[src/rtl/clkdiv_pkg.sv]
package clkdiv_pkg;
  localparam int SYS_FIELD_W  = 4;
  localparam int CORE_FIELD_W = 2;
  localparam int WORD_W       = SYS_FIELD_W + CORE_FIELD_W;

  // largest core ratio is 2**(2**CORE_FIELD_W - 1)
  localparam int CORE_MAX_SHIFT = (1 << CORE_FIELD_W) - 1;
  localparam int CORE_CNT_W     = CORE_MAX_SHIFT + 1;
  localparam int CNT_W = (SYS_FIELD_W > CORE_CNT_W) ? SYS_FIELD_W : CORE_CNT_W;

  typedef struct packed {
    logic [SYS_FIELD_W-1:0]  sys_n;
    logic [CORE_FIELD_W-1:0] core_code;
  } div_word_t;
endpackage

[src/rtl/clkdiv_rst_sync.sv]
module clkdiv_rst_sync #(
  parameter int STAGES = 2
) (
  input  logic clk,
  input  logic arst_n,
  output logic srst_n
);
  logic [STAGES-1:0] chain_q;
  logic [STAGES-1:0] chain_d;

  always_comb begin
    chain_d = {chain_q[STAGES-2:0], 1'b1};
  end

  always_ff @(posedge clk or negedge arst_n) begin
    if (!arst_n) chain_q <= '0;
    else         chain_q <= chain_d;
  end

  assign srst_n = chain_q[STAGES-1];
endmodule

[src/rtl/clkdiv_setting_reg.sv]
module clkdiv_setting_reg #(
  parameter int SYS_W     = 4,
  parameter int CORE_W    = 2,
  parameter int SYS_INIT  = 5,
  parameter int CORE_INIT = 0
) (
  input  logic              clk,
  input  logic              rst_n,
  input  logic              wr_en,
  input  logic [SYS_W-1:0]  wr_sys,
  input  logic [CORE_W-1:0] wr_core,
  output logic [SYS_W-1:0]  pend_sys,
  output logic [CORE_W-1:0] pend_core
);
  logic [SYS_W-1:0]  sys_d;
  logic [CORE_W-1:0] core_d;
  logic              sys_legal;

  assign sys_legal = (wr_sys != '0);

  always_comb begin
    sys_d  = pend_sys;
    core_d = pend_core;
    if (wr_en) begin
      core_d = wr_core;
      if (sys_legal) sys_d = wr_sys;
    end
  end

  always_ff @(posedge clk or negedge rst_n) begin
    if (!rst_n) begin
      pend_sys  <= SYS_W'(SYS_INIT);
      pend_core <= CORE_W'(CORE_INIT);
    end else begin
      pend_sys  <= sys_d;
      pend_core <= core_d;
    end
  end
endmodule

[src/rtl/clkdiv_channel.sv]
module clkdiv_channel #(
  parameter int SET_W    = 4,
  parameter int CNT_W    = 4,
  parameter int SET_INIT = 1,
  parameter bit POW2     = 1'b0
) (
  input  logic             clk,
  input  logic             rst_n,
  input  logic [SET_W-1:0] pend_set,
  output logic [SET_W-1:0] act_set,
  output logic             tick
);
  logic [CNT_W-1:0] ratio;
  logic [CNT_W-1:0] cnt_q;
  logic [CNT_W-1:0] cnt_d;
  logic [SET_W-1:0] set_d;
  logic             period_end;

  generate
    if (POW2) begin : g_pow2
      assign ratio = CNT_W'(1) << act_set;
    end else begin : g_linear
      assign ratio = CNT_W'(act_set);
    end
  endgenerate

  assign period_end = (cnt_q == (ratio - CNT_W'(1)));

  always_comb begin
    cnt_d = cnt_q + CNT_W'(1);
    set_d = act_set;
    if (period_end) begin
      cnt_d = '0;
      set_d = pend_set;
    end
  end

  always_ff @(posedge clk or negedge rst_n) begin
    if (!rst_n) begin
      cnt_q   <= '0;
      act_set <= SET_W'(SET_INIT);
    end else begin
      cnt_q   <= cnt_d;
      act_set <= set_d;
    end
  end

  assign tick = period_end;
endmodule

[src/rtl/clkdiv_pair.sv]
module clkdiv_pair
  import clkdiv_pkg::*;
#(
  parameter int SYS_INIT  = 5,
  parameter int CORE_INIT = 0
) (
  input  logic              clk_ref,
  input  logic              rst_n,
  input  logic              wr_en,
  input  logic [WORD_W-1:0] wr_data,
  output logic [WORD_W-1:0] rd_data,
  output logic              sys_en,
  output logic              core_en
);
  logic                    rst_sync_n;
  div_word_t               wr_word;
  div_word_t               act_word;
  logic [SYS_FIELD_W-1:0]  pend_sys;
  logic [CORE_FIELD_W-1:0] pend_core;

  assign wr_word = div_word_t'(wr_data);

  clkdiv_rst_sync #(.STAGES(2)) u_rst (
    .clk    (clk_ref),
    .arst_n (rst_n),
    .srst_n (rst_sync_n)
  );

  clkdiv_setting_reg #(
    .SYS_W     (SYS_FIELD_W),
    .CORE_W    (CORE_FIELD_W),
    .SYS_INIT  (SYS_INIT),
    .CORE_INIT (CORE_INIT)
  ) u_setting (
    .clk       (clk_ref),
    .rst_n     (rst_sync_n),
    .wr_en     (wr_en),
    .wr_sys    (wr_word.sys_n),
    .wr_core   (wr_word.core_code),
    .pend_sys  (pend_sys),
    .pend_core (pend_core)
  );

  clkdiv_channel #(
    .SET_W    (SYS_FIELD_W),
    .CNT_W    (CNT_W),
    .SET_INIT (SYS_INIT),
    .POW2     (1'b0)
  ) u_sys_div (
    .clk      (clk_ref),
    .rst_n    (rst_sync_n),
    .pend_set (pend_sys),
    .act_set  (act_word.sys_n),
    .tick     (sys_en)
  );

  clkdiv_channel #(
    .SET_W    (CORE_FIELD_W),
    .CNT_W    (CNT_W),
    .SET_INIT (CORE_INIT),
    .POW2     (1'b1)
  ) u_core_div (
    .clk      (clk_ref),
    .rst_n    (rst_sync_n),
    .pend_set (pend_core),
    .act_set  (act_word.core_code),
    .tick     (core_en)
  );

  assign rd_data = act_word;
endmodule

[config.mk]
export PLATFORM = sky130hd
export DESIGN_NAME = clkdiv_pair
export DESIGN_NICKNAME = d
export VERILOG_FILES = /design/src/rtl/clkdiv_pkg.sv /design/src/rtl/clkdiv_rst_sync.sv /design/src/rtl/clkdiv_setting_reg.sv /design/src/rtl/clkdiv_channel.sv /design/src/rtl/clkdiv_pair.sv
export SDC_FILE = /design/constraint.sdc
export NUM_CORES = 1
export LEC_CHECK = 0
export ABC_CLOCK_PERIOD_IN_PS = 2610
export BUFFER_PORTS_ARGS = -buffer_cell sky130_fd_sc_hd__buf_4
export CORE_UTILIZATION = 35
export CTS_BUF_LIST = sky130_fd_sc_hd__clkbuf_8
export DETAILED_ROUTE_END_ITERATION = 7
export GPL_TIMING_DRIVEN = 1
export PLACE_DENSITY_LB_ADDON = 0.1
export SYNTH_ARGS = -nofsm -noshare
export SYNTH_HDL_FRONTEND = slang
export SYNTH_HIERARCHICAL = 1
export SYNTH_SLANG_ARGS = --single-unit
export TNS_END_PERCENT = 1
[constraint.sdc]
create_clock -name clk_ref -period 2.61 [get_ports clk_ref]
set_clock_uncertainty 0.15 [all_clocks]
set_input_delay 0.522 -clock clk_ref [delete_from_list [all_inputs] [get_ports clk_ref]]
set_output_delay 0.522 -clock clk_ref [all_outputs]
set_load 0.01 [all_outputs]
==> results of run 1 <==
routing by layer:
| metal | GRT usage [%] | vias up | wire length, um | part of all wire, % |
|---|---|---|---|---|
| met5 | 0 | - | 0 | 0 |
| met3 | 2.72 | 2 | 44 | 2.4 |
| met1 | 17.2 | 369 | 895 | 50 |
| met4 | 5.23 | 0 | 15 | 0.83 |
| li1 | - | 368 | - | - |
| met2 | 19.1 | 11 | 851 | 47 |
stage by stage:
step / util (%) / total power, mW / hold WS (ns) / area (um2)
2_1_floorplan: - / 1.12 / 0.0764 / 1080
3_3_place_gp: 43.4 / 1.32 / 0.154 / 1230
3_5_place_dp: 43.4 / 1.33 / 0.156 / 1230
4_1_cts: 45.7 / 1.58 / 0.214 / 1290
5_1_grt: 45.7 / 1.70 / 0.223 / 1290
6_report: 45.7 / 1.56 / 0.177 / 1290
worst max-delay path: stages (launching register included):
cell     delay, ns
dfstp_2       0.58
inv_1         0.05
ha_1          0.29
xor2_1        0.13
nand2_1       0.15
nor3_4        0.20
buf_4         0.14
layout make-up:
class / instances / area, um2
fillers: 264 / 1540
flip-flops and latches: 22 / 556
multi-input cells: 63 / 488
repair buffers: 19 / 145
clock buffers: 4 / 55.1
well taps: 31 / 38.8
inverters: 3 / 11.3
cell families after synthesis:
group           Yosys count  share of synthesized area, %
other cells               1                         0.348
simple gates             26                          14.5
mux                       5                          5.92
buf+inv                   5                          3.14
flops                    22                          51.6
fa+ha+maj                 3                          3.48
compound gates           17                          12.1
xor+xnor                 11                          8.94
sequential cells by signal, summed over array words and instances (netlist names):
name	cells
u_setting/pend_sys	4
u_core_div/act_set	2
u_rst/chain_q	2
u_setting/pend_core	2
u_sys_div/act_set	4
u_sys_div/cnt_q	4
u_core_div/cnt_q	4
Yosys cell counts:
cell type,count
a21oi_2,1
a22o_1,6
and3_1,1
and4_1,1
buf_6,2
conb_1,1
dfrtp_1,18
dfstp_2,4
ha_1,3
inv_1,3
mux2_1,3
mux2_4,2
nand2_1,3
nand3_1,4
nor2_1,6
nor2b_1,3
nor3_1,2
nor3_2,1
nor3_4,1
nor3b_1,1
nor4b_1,1
nor4bb_1,1
o21ai_0,3
o311ai_0,1
o31ai_1,6
or3_1,1
xnor2_1,6
xor2_1,5
power by group:
group | leakage [nW] | switching (mW) | internal [mW]
sequential | 0.258 | 0.165 | 0.471
combinational | 0.288 | 0.325 | 0.358
clock | 0.0288 | 0.103 | 0.134
final timing paths:
| check | startpoint | to | slack, ns | cells after the start |
|---|---|---|---|---|
| min reg2reg | u_rst/chain_q[1]$_DFF_PN0_ | u_setting/pend_sys[3]$_DFFE_PN0P_ | 0.18 | 0 |
| min | u_rst/chain_q[1]$_DFF_PN0_ | u_setting/pend_sys[3]$_DFFE_PN0P_ | 0.18 | 0 |
| max in group asynchronous | u_rst/chain_q[1]$_DFF_PN0_ | u_core_div/cnt_q[0]$_DFF_PN0_ | 1.64 | 0 |
| min in group clk_ref | u_rst/chain_q[0]$_DFF_PN0_ | u_rst/chain_q[1]$_DFF_PN0_ | 0.21 | 0 |
| max reg2reg | u_sys_div/act_set[0]$_DFFE_PN1N_ | u_sys_div/act_set[1]$_DFFE_PN0N_ | 0.45 | 7 |
| max | u_sys_div/act_set[0]$_DFFE_PN1N_ | sys_en | 0.13 | 6 |
cells in the final DEF (no fill, tap or decap):
cell and count:
a21oi_2 1, a22o_1 6, and3_1 1, and4_1 1, buf_4 18, clkbuf_8 4, conb_1 1, dfrtp_1 18
dfstp_2 4, dlygate4sd3_1 1, ha_1 3, inv_1 3, mux2_1 3, mux2_4 2, nand2_1 3, nand3_1 4
nor2_1 6, nor2b_1 3, nor3_1 2, nor3_2 1, nor3_4 1, nor3b_1 1, nor4b_1 1, nor4bb_1 1
o21ai_0 3, o311ai_0 1, o31ai_1 6, or3_1 1, xnor2_1 6, xor2_1 5
==> summary.md, run 1 <==
| Metric | Value |
|---|---|
| Pwr Density | around 1200 mW/mm2 |
| Largest net degree at the start of global routing | 21 |
| Antenna viol nets, final | 0 |
| Crit path kind | flop to primary output |
| Max Slew Vio Count | 0 |
| P_leak | 0.575 nW |
| Total global routing overflow | 0 |
| Starting Density | between 30% and 40% |
| FP Rows | 19 |
| P&R area growth vs syn | 20.1% |
| Clock sink count | 22 |
| Dpl hpwl | ~1300 um |
| Post-CTS Setup Inserts | 0 |
| Area leader, netlist | dfrtp_1 |
| Type of the worst min-delay path | flop to asynchronous set/reset pin |
| Hold buffers post-CTS | 1 |
| Register area share after synthesis | between 50% and 60% |
| Final Cycle Share | 94.9% |
| H-tree levels | 1 |
| Final #Nets | 124 |
| Drt drc | 0 |
| FF+latch count, synth | 22 |
| IO buf count | 16 |
| Pre-CTS setup slack | just over 0.4 ns |
| Initial antenna violation count | 0 |
| GPL Wtd Cong | around 0.73 |
| Vias in the first global route | 688 |
| # diodes | 0 |
| RSZ-0062 raised after global routing | no |
| Final Setup Violations | 0 |
| Worst path arrival time | 1.80 ns |
| IO Count | 17 |
| Routed vias/inst | ~5.3 |
| CP endpoint kind | primary output |
| PostCTS Resize Cnt | 0 |
| Max clock buf depth | 2 |
| Max-cap violations | 0 |
| Setup_tns | 0 ns |
| YS warnings | 6 |
| Die outline area | 0.00330 mm2 |
| Post-synthesis cell area | 0.00108 mm2 |
| Final Worst Setup Slack | ~0.13 ns |
| Post-Syn Instances | 90 |
| Outcome | finished clean |
| Clock latency on the worst-skew pair | 0.25 ns |
| Largest cells by area after synthesis | dfrtp_1 42%, dfstp_2 9.8%, a22o_1 4.9% |
| GRT Overall Usage | between 10% and 20% |
| Share of the synthesized area in the top cell type | a little over two fifths |
| Die Height | approximately 57 um |
| Initial DRT Pass Iterations | 4 |
| Clock root cell | clkbuf_8 |
| Post-route insts no fill | around 140 |
| Final Hold Fails | 0 |
| Placed cell count | 137 |
| Mapped Nets | approximately 100 |
| VDD IR max | 0.000396 V |
| Crit-path max FO | 5 |
| Max frequency | 404 MHz |
| Fraction of layout cells with a size suffix above 1 | between 20% and 30% |
| Max-slew headroom | 47.4% |
| Worst Path Required | ~1.9 ns |
| Initial DRC count | 23 |
| CP Launch Type | flop |
| Total clock buffers created by CTS | 3 |
| DRT Wirelength | around 1800 um |
| Via count | 750 |
| Core Area | 0.00283 mm2 |
| Least-Margin Pin Slew | ~0.79 ns |
| Syn avg cell area | 12.0 um2 |
| CTS tree | built |
| WL/cell | approximately 13 um |
| First-pass GRT wire length | between 3000 and 4000 um |
| Min Tclk post-route | 2.48 ns |
| Chip Width | roughly 57 um |
| Reg clk slew, reported paths | ~0.080 ns |
| Count of cell types in the netlist | 28 |
Note: power is estimated with default switching activity, not from simulation.
==> run 2: changes to the inputs <==
--- a/config.mk
+++ b/config.mk
@@ -12,6 +12,7 @@
 export DETAILED_ROUTE_END_ITERATION = 7
 export GPL_TIMING_DRIVEN = 1
 export PLACE_DENSITY_LB_ADDON = 0.1
+export RECOVER_POWER = 50
 export SYNTH_ARGS = -nofsm -noshare
 export SYNTH_HDL_FRONTEND = slang
 export SYNTH_HIERARCHICAL = 1
==> summary.md, run 2 (synthesis results as in run 1) <==
| Metric | Value |
|---|---|
| Commonest non-fill, non-tap cell in the layout | dfrtp_1 |
| GRT Overall Usage | 12.5% (unchanged) |
| Chip Width | 57.5 um (unchanged) |
| Die Height | 57.5 um (unchanged) |
| IO buf count | 16 (unchanged) |
| Clock root cell | clkbuf_8 |
| Max-slew headroom | 47.4% (about the same) |
| P&R area growth vs syn | 19.0% |
| Routing usage on met3 | 2.72% (unchanged) |
| Worst path bufs/invs | 2 (unchanged) |
| CP Cell Sequence | inv_1 > ha_1 > xor2_1 > nand2_1 > nor3_4 > buf_4 |
| Pwr Density | 1210 mW/mm2 (+0.73%) |
| Reg clk slew, reported paths | 0.08 ns (about the same) |
| RSZ-0062 raised after global routing | no |
| Post-CTS Setup Inserts | 0 (unchanged) |
| Largest net degree at the start of global routing | 21 (unchanged) |
| CTS tree | built |
| P_leak | 0.563 nW (-2.0%) |
| GPL Wtd Cong | 0.730 (unchanged) |
| Setup_tns | 0 ns (unchanged) |
| Antenna viol nets, final | 0 (unchanged) |
| Slowest stage delay, CP | 0.58 ns (about the same) |
| # diodes | 0 (unchanged) |
| Clock latency on the worst-skew pair | 0.25 ns (about the same) |
| Final Worst Setup Slack | 0.133 ns (-0.000744 ns) |
| Final Hold Fails | 0 (unchanged) |
| PostCTS Resize Cnt | 0 (unchanged) |
| DRT Wirelength | 1800 um (-0.50%) |
| Hold_ws | 0.177 ns (-0.000486 ns) |
| Type of the worst min-delay path | flop to asynchronous set/reset pin |
| VDD IR max | 0.000396 V (about the same) |
| Drt drc | 0 (unchanged) |
| Routed vias/inst | 5.25 (-0.67%) |
| Max clock buf depth | 2 (unchanged) |
| Final Cycle Share | 94.9% (about the same) |
| Design Power | 1.55 mW (-0.14%) |
| H-tree levels | 1 (unchanged) |
| GRT busiest layer | met2 |
| Crit path kind | flop to primary output |
| R2R cell count | 7 (unchanged) |
| Initial antenna violation count | 0 (unchanged) |
| Final Setup Violations | 0 (unchanged) |
| Outcome | finished clean |
| Dpl hpwl | 1290 um (unchanged) |
| Worst path arrival time | 1.80 ns (about the same) |
| Initial DRC count | 20 (-13%) |
| Reg-to-Reg End | u_sys_div/act_set[1]$_DFFE_PN0N_ |
| CP endpoint kind | primary output |
| Worst Path Required | 1.94 ns (about the same) |
| Final #Nets | 124 (unchanged) |
| Least-Margin Pin Slew | 0.789 ns (+0.0000556 ns) |
| M2 GR Usage | 19.1% (unchanged) |
| Min Tclk post-route | 2.48 ns (+0.000744 ns) |
| Vias in the first global route | 688 (unchanged) |
| First-pass GRT wire length | 3170 um (unchanged) |
| Global-route track usage on met1 | 17.2% (unchanged) |
| CP Launch Type | flop |
| Max frequency | 404 MHz (about the same) |
| CP delay by family, top | flip-flops |
| Total global routing overflow | 0 (unchanged) |
| Pre-CTS setup slack | 0.411 ns (unchanged) |
| Initial DRT Pass Iterations | 4 (unchanged) |
| Core Area | 0.00283 mm2 (unchanged) |
| Max Slew Vio Count | 0 (unchanged) |
| Max-cap violations | 0 (unchanged) |
| Die outline area | 0.00330 mm2 (unchanged) |
| Commonest non-fill, non-tap cells in the layout | 18 x dfrtp_1, 16 x buf_4 |
| Fraction of layout cells with a size suffix above 1 | 25.2% (-2.7 points) |
| WL/cell | 12.7 um (-0.50%) |
| Total clock buffers created by CTS | 3 (unchanged) |
| Hold buffers post-CTS | 1 (unchanged) |
| Crit-path max FO | 5 (unchanged) |
| Layout Utilization | 45.3% (-0.40 points) |
| Via count | 745 (-0.67%) |
| Reg-to-reg setup timing slack | 0.45 ns (about the same) |
| Clock sink count | 22 (unchanged) |
| Worst reg2reg path startpoint | u_sys_div/act_set[0]$_DFFE_PN1N_ |
| IO Count | 17 (unchanged) |
| Starting Density | 38.1% (unchanged) |
| Crit path max-delay cell type | dfstp_2 |
| FP Rows | 19 (unchanged) |
## run 2: cell types whose count changed in the layout (fill, tap and decap cells not counted), sizes merged
| cell | delta |
|---|---|
| buf | -2 |
| clkbuf | +2 |
## run 2: final cells by class
type                       instances  area, um2
inverter                           3       11.3
clock buffer                       4       55.1
multi-input combinational         63        484
fill                             266       1550
sequential                        22        556
timing repair buffer              19        138
tap                               31       38.8
## run 2: power by group
part	leakage, nW	internal (mW)	switching, mW
Clock	0.0288	0.134	0.104
Sequential	0.258	0.471	0.165
Combinational	0.277	0.355	0.325
## run 2: how the worst max path moves through the flow
| stage | startpoint | end | slack, ns | cells after the start |
|---|---|---|---|---|
| floorplan | u_sys_div/act_set[0]$_DFFE_PN1N_ | sys_en | 0.44 | 5 |
| global placement | u_sys_div/act_set[0]$_DFFE_PN1N_ | sys_en | 0.44 | 6 |
| detailed placement | u_sys_div/act_set[0]$_DFFE_PN1N_ | sys_en | 0.41 | 6 |
| CTS | u_sys_div/act_set[0]$_DFFE_PN1N_ | sys_en | 0.11 | 6 |
| global route | u_sys_div/act_set[0]$_DFFE_PN1N_ | sys_en | 0.005 | 6 |
| finish | u_sys_div/act_set[0]$_DFFE_PN1N_ | sys_en | 0.13 | 6 |
## run 2: worst register-to-register path, cell delays in order (launching register included)
cell and delay, ns:
dfstp_2 0.58, inv_1 0.05, ha_1 0.29, xor2_1 0.13, nand2_1 0.15, nor3_4 0.20, buf_4 0.18, mux2_1 0.32
## run 2: stage by stage
stage                     instances  area (um2)
after global routing            142        1280
final                           142        1280
after global placement          137        1230
after CTS                       142        1290
after floorplan                  90        1080
after detailed placement        137        1230
## run 2: metal layers
layer	part of all wire, %	vias to the layer above
met5	0	-
met4	0.83	0
met3	2.5	2
met2	47	11
met1	50	364
li1	-	368
==> run 3: changes to the inputs <==
--- a/config.mk
+++ b/config.mk
@@ -5,7 +5,7 @@
 export SDC_FILE = /design/constraint.sdc
 export NUM_CORES = 1
 export LEC_CHECK = 0
-export ABC_CLOCK_PERIOD_IN_PS = 2610
+export ABC_CLOCK_PERIOD_IN_PS = 2410
 export BUFFER_PORTS_ARGS = -buffer_cell sky130_fd_sc_hd__buf_4
 export CORE_UTILIZATION = 35
 export CTS_BUF_LIST = sky130_fd_sc_hd__clkbuf_8
==> constraint.sdc (replaced) <==
create_clock -name clk_ref -period 2.41 [get_ports clk_ref]
set_clock_uncertainty 0.15 [all_clocks]
set_input_delay 0.482 -clock clk_ref [delete_from_list [all_inputs] [get_ports clk_ref]]
set_output_delay 0.482 -clock clk_ref [all_outputs]
set_load 0.01 [all_outputs]
==> summary.md, run 3 (synthesis results as in run 1) <==
| Metric | Value |
|---|---|
| Die Height | 57.5 um (unchanged) |
| Crit path kind | flop to primary output |
| H-tree levels | 1 (unchanged) |
| Fraction of layout cells with a size suffix above 1 | 28.3% (+3.1 points) |
| Largest net degree at the start of global routing | 21 (unchanged) |
| Final Hold Fails | 0 (unchanged) |
| P_leak | 0.578 nW (+2.7%) |
| Final Cycle Share | between 90% and 100% |
| CP Launch Type | flop |
| Type of the worst min-delay path | flop to asynchronous set/reset pin |
| Seq. cell area | 556 um2 (unchanged) |
| GPL Wtd Cong | 0.730 (about the same) |
| Crit path max-delay cell type | dfstp_2 |
| Commonest non-fill, non-tap cells in the layout | 18 x dfrtp_1, 16 x buf_4, 6 x nor2_1, 6 x o31ai_1, 6 x a22o_1 |
| Routed vias/inst | 5.19 (-0.99%) |
| Starting Density | 38.1% (unchanged) |
| Dpl hpwl | 1310 um (+1.9%) |
| Reg-to-reg setup timing slack | 0.36 ns (-0.09 ns) |
| Reg clk slew, reported paths | 0.08 ns (about the same) |
| Clock root cell | clkbuf_8 |
| Design area | 0.00134 mm2 (+4.1%) |
| Commonest non-fill, non-tap cell in the layout | dfrtp_1 |
| CTS tree | built |
| Initial antenna violation count | 0 (unchanged) |
| Final Setup Violations | 0 (unchanged) |
| Worst Path Required | 1.78 ns (-0.16 ns) |
| # diodes | 0 (unchanged) |
| RSZ-0062 raised after global routing | no |
| Clock latency on the worst-skew pair | 0.26 ns (about the same) |
| Total clock buffers created by CTS | 3 (unchanged) |
| Hold_ws | 0.184 ns (+0.00692 ns) |
| P&R area growth vs syn | 23.9% |
| Pwr Density | 1390 mW/mm2 (+15%) |
| DRT Wirelength | 1930 um (+7.6%) |
| Vias in the first global route | 762 (+11%) |
| Post-route insts no fill | 144 (+1.4%) |
| Slowest stage delay, CP | 0.54 ns (-0.04 ns) |
| GRT Overall Usage | 13.6% (+1.1 points) |
| Outcome | finished clean |
| Core Area | 0.00283 mm2 (unchanged) |
| FILL cells | 267 (+0.38%) |
| Clock sink count | 22 (unchanged) |
| WL/cell | 13.4 um (+6.1%) |
| CP endpoint kind | primary output |
| Area of the multi-input gates | 522 um2 (+7.8%) |
| Crit-path max FO | 3 (-2) |
| Final #Nets | 126 (+1.6%) |
| Via count | 748 (+0.40%) |
| Max Slew Vio Count | 0 (unchanged) |
| Min Tclk post-route | around 2.3 ns |
| Initial DRT Pass Iterations | 4 (unchanged) |
| Initial DRC count | 15 (-25%) |
| Antenna viol nets, final | 0 (unchanged) |
| Die outline area | 0.00330 mm2 (unchanged) |
| Max-cap violations | 0 (unchanged) |
| Final Worst Setup Slack | 0.0928 ns (-0.0407 ns) |
| Reg-to-Reg End | u_sys_div/act_set[1]$_DFFE_PN0N_ |
| Max clock buf depth | 2 (unchanged) |
| FP Rows | 19 (unchanged) |
| First-pass GRT wire length | 3330 um (+4.8%) |
| CP Cell Sequence | inv_1 > ha_4 > xnor2_4 > xnor2_2 > nor3_4 > buf_6 |
| Worst path arrival time | 1.69 ns (-0.11 ns) |
| IO buf count | 16 (unchanged) |
| DP Area | 0.00123 mm2 (unchanged) |
| Max frequency | roughly 430 MHz |
| Max-slew headroom | 46.5% (-0.87 points) |
| Least-Margin Pin Slew | 0.802 ns (+0.0131 ns) |
| Placed cell count | 137 (unchanged) |
| Pre-CTS setup slack | 0.226 ns (-0.185 ns) |
| Setup_tns | 0 ns (unchanged) |
| R2R cell count | 7 (unchanged) |
| Worst reg2reg path startpoint | u_sys_div/act_set[0]$_DFFE_PN1N_ |
| Total global routing overflow | 0 (unchanged) |
| Chip Width | 57.5 um (unchanged) |
| IO Count | 17 (unchanged) |
| VDD IR max | 0.000446 V (+13%) |
| Drt drc | 0 (unchanged) |
## run 3: changes by cell type in the layout (fill, tap and decap cells not counted)
| cell | delta |
|---|---|
| buf_6 | +1 |
| clkbuf_1 | +1 |
| ha_1 | -1 |
| ha_4 | +1 |
| mux2_1 | +1 |
| mux2_4 | -1 |
| nand2_1 | -1 |
| nand2_2 | +1 |
| xnor2_1 | -2 |
| xnor2_2 | +1 |
| xnor2_4 | +1 |
## run 3: layer usage
layer	vias up	GRT usage [%]	part of all wire [%]
met1	357	18.9	49
met3	5	2.72	2.9
li1	372	-	-
met4	0	7.32	2.0
met5	-	0	0
met2	14	19.9	46
## run 3: through the flow
stage,power (mW),utilization [%]
3_5_place_dp,1.44,43.4
6_report,1.86,47.2
2_1_floorplan,1.22,-
4_1_cts,1.76,46.4
5_1_grt,2.00,47.2
3_3_place_gp,1.43,43.4
## run 3: final cells by class
cell class	count	area share, %
clock buffer	4	4.12
inverter	3	0.843
multi-input combinational	63	39.1
sequential	22	41.6
tap	31	2.91
timing repair buffer	21	11.4
## run 3: timing repair
item / in CTS / in global routing
pin swaps: 0 / 2
buffers inserted: 1 / 1
hold endpoints to repair: 2 / 0
hold buffers: 1 / 0
gates resized for setup: 2 / 5
setup endpoints to repair: 1 / 1
## run 3: how the worst max path moves through the flow
| stage | from | end | cells past startpoint |
|---|---|---|---|
| after global routing | u_sys_div/act_set[0]$_DFFE_PN1N_ | sys_en | 6 |
| final | u_sys_div/act_set[0]$_DFFE_PN1N_ | sys_en | 6 |
| after CTS | u_sys_div/act_set[0]$_DFFE_PN1N_ | sys_en | 6 |
| after floorplan | u_sys_div/act_set[0]$_DFFE_PN1N_ | sys_en | 5 |
| after global placement | u_sys_div/act_set[0]$_DFFE_PN1N_ | sys_en | 6 |
| after detailed placement | u_sys_div/act_set[0]$_DFFE_PN1N_ | sys_en | 6 |
## run 3: power breakdown
group	internal [mW]	switching (mW)	total (mW)
sequential	0.510	0.177	0.687
combinational	0.491	0.414	0.905
clock	0.146	0.122	0.267
total	1.15	0.714	1.86
## run 3: critical path: cells and delay by family, from the launching register on
family / cells / cell delay, ns
flip-flops: 1 / 0.54
buffers and inverters: 2 / 0.20
XOR/XNOR: 2 / 0.31
adder cells (fa/ha/maj): 1 / 0.19
AND/OR/NAND/NOR: 1 / 0.19
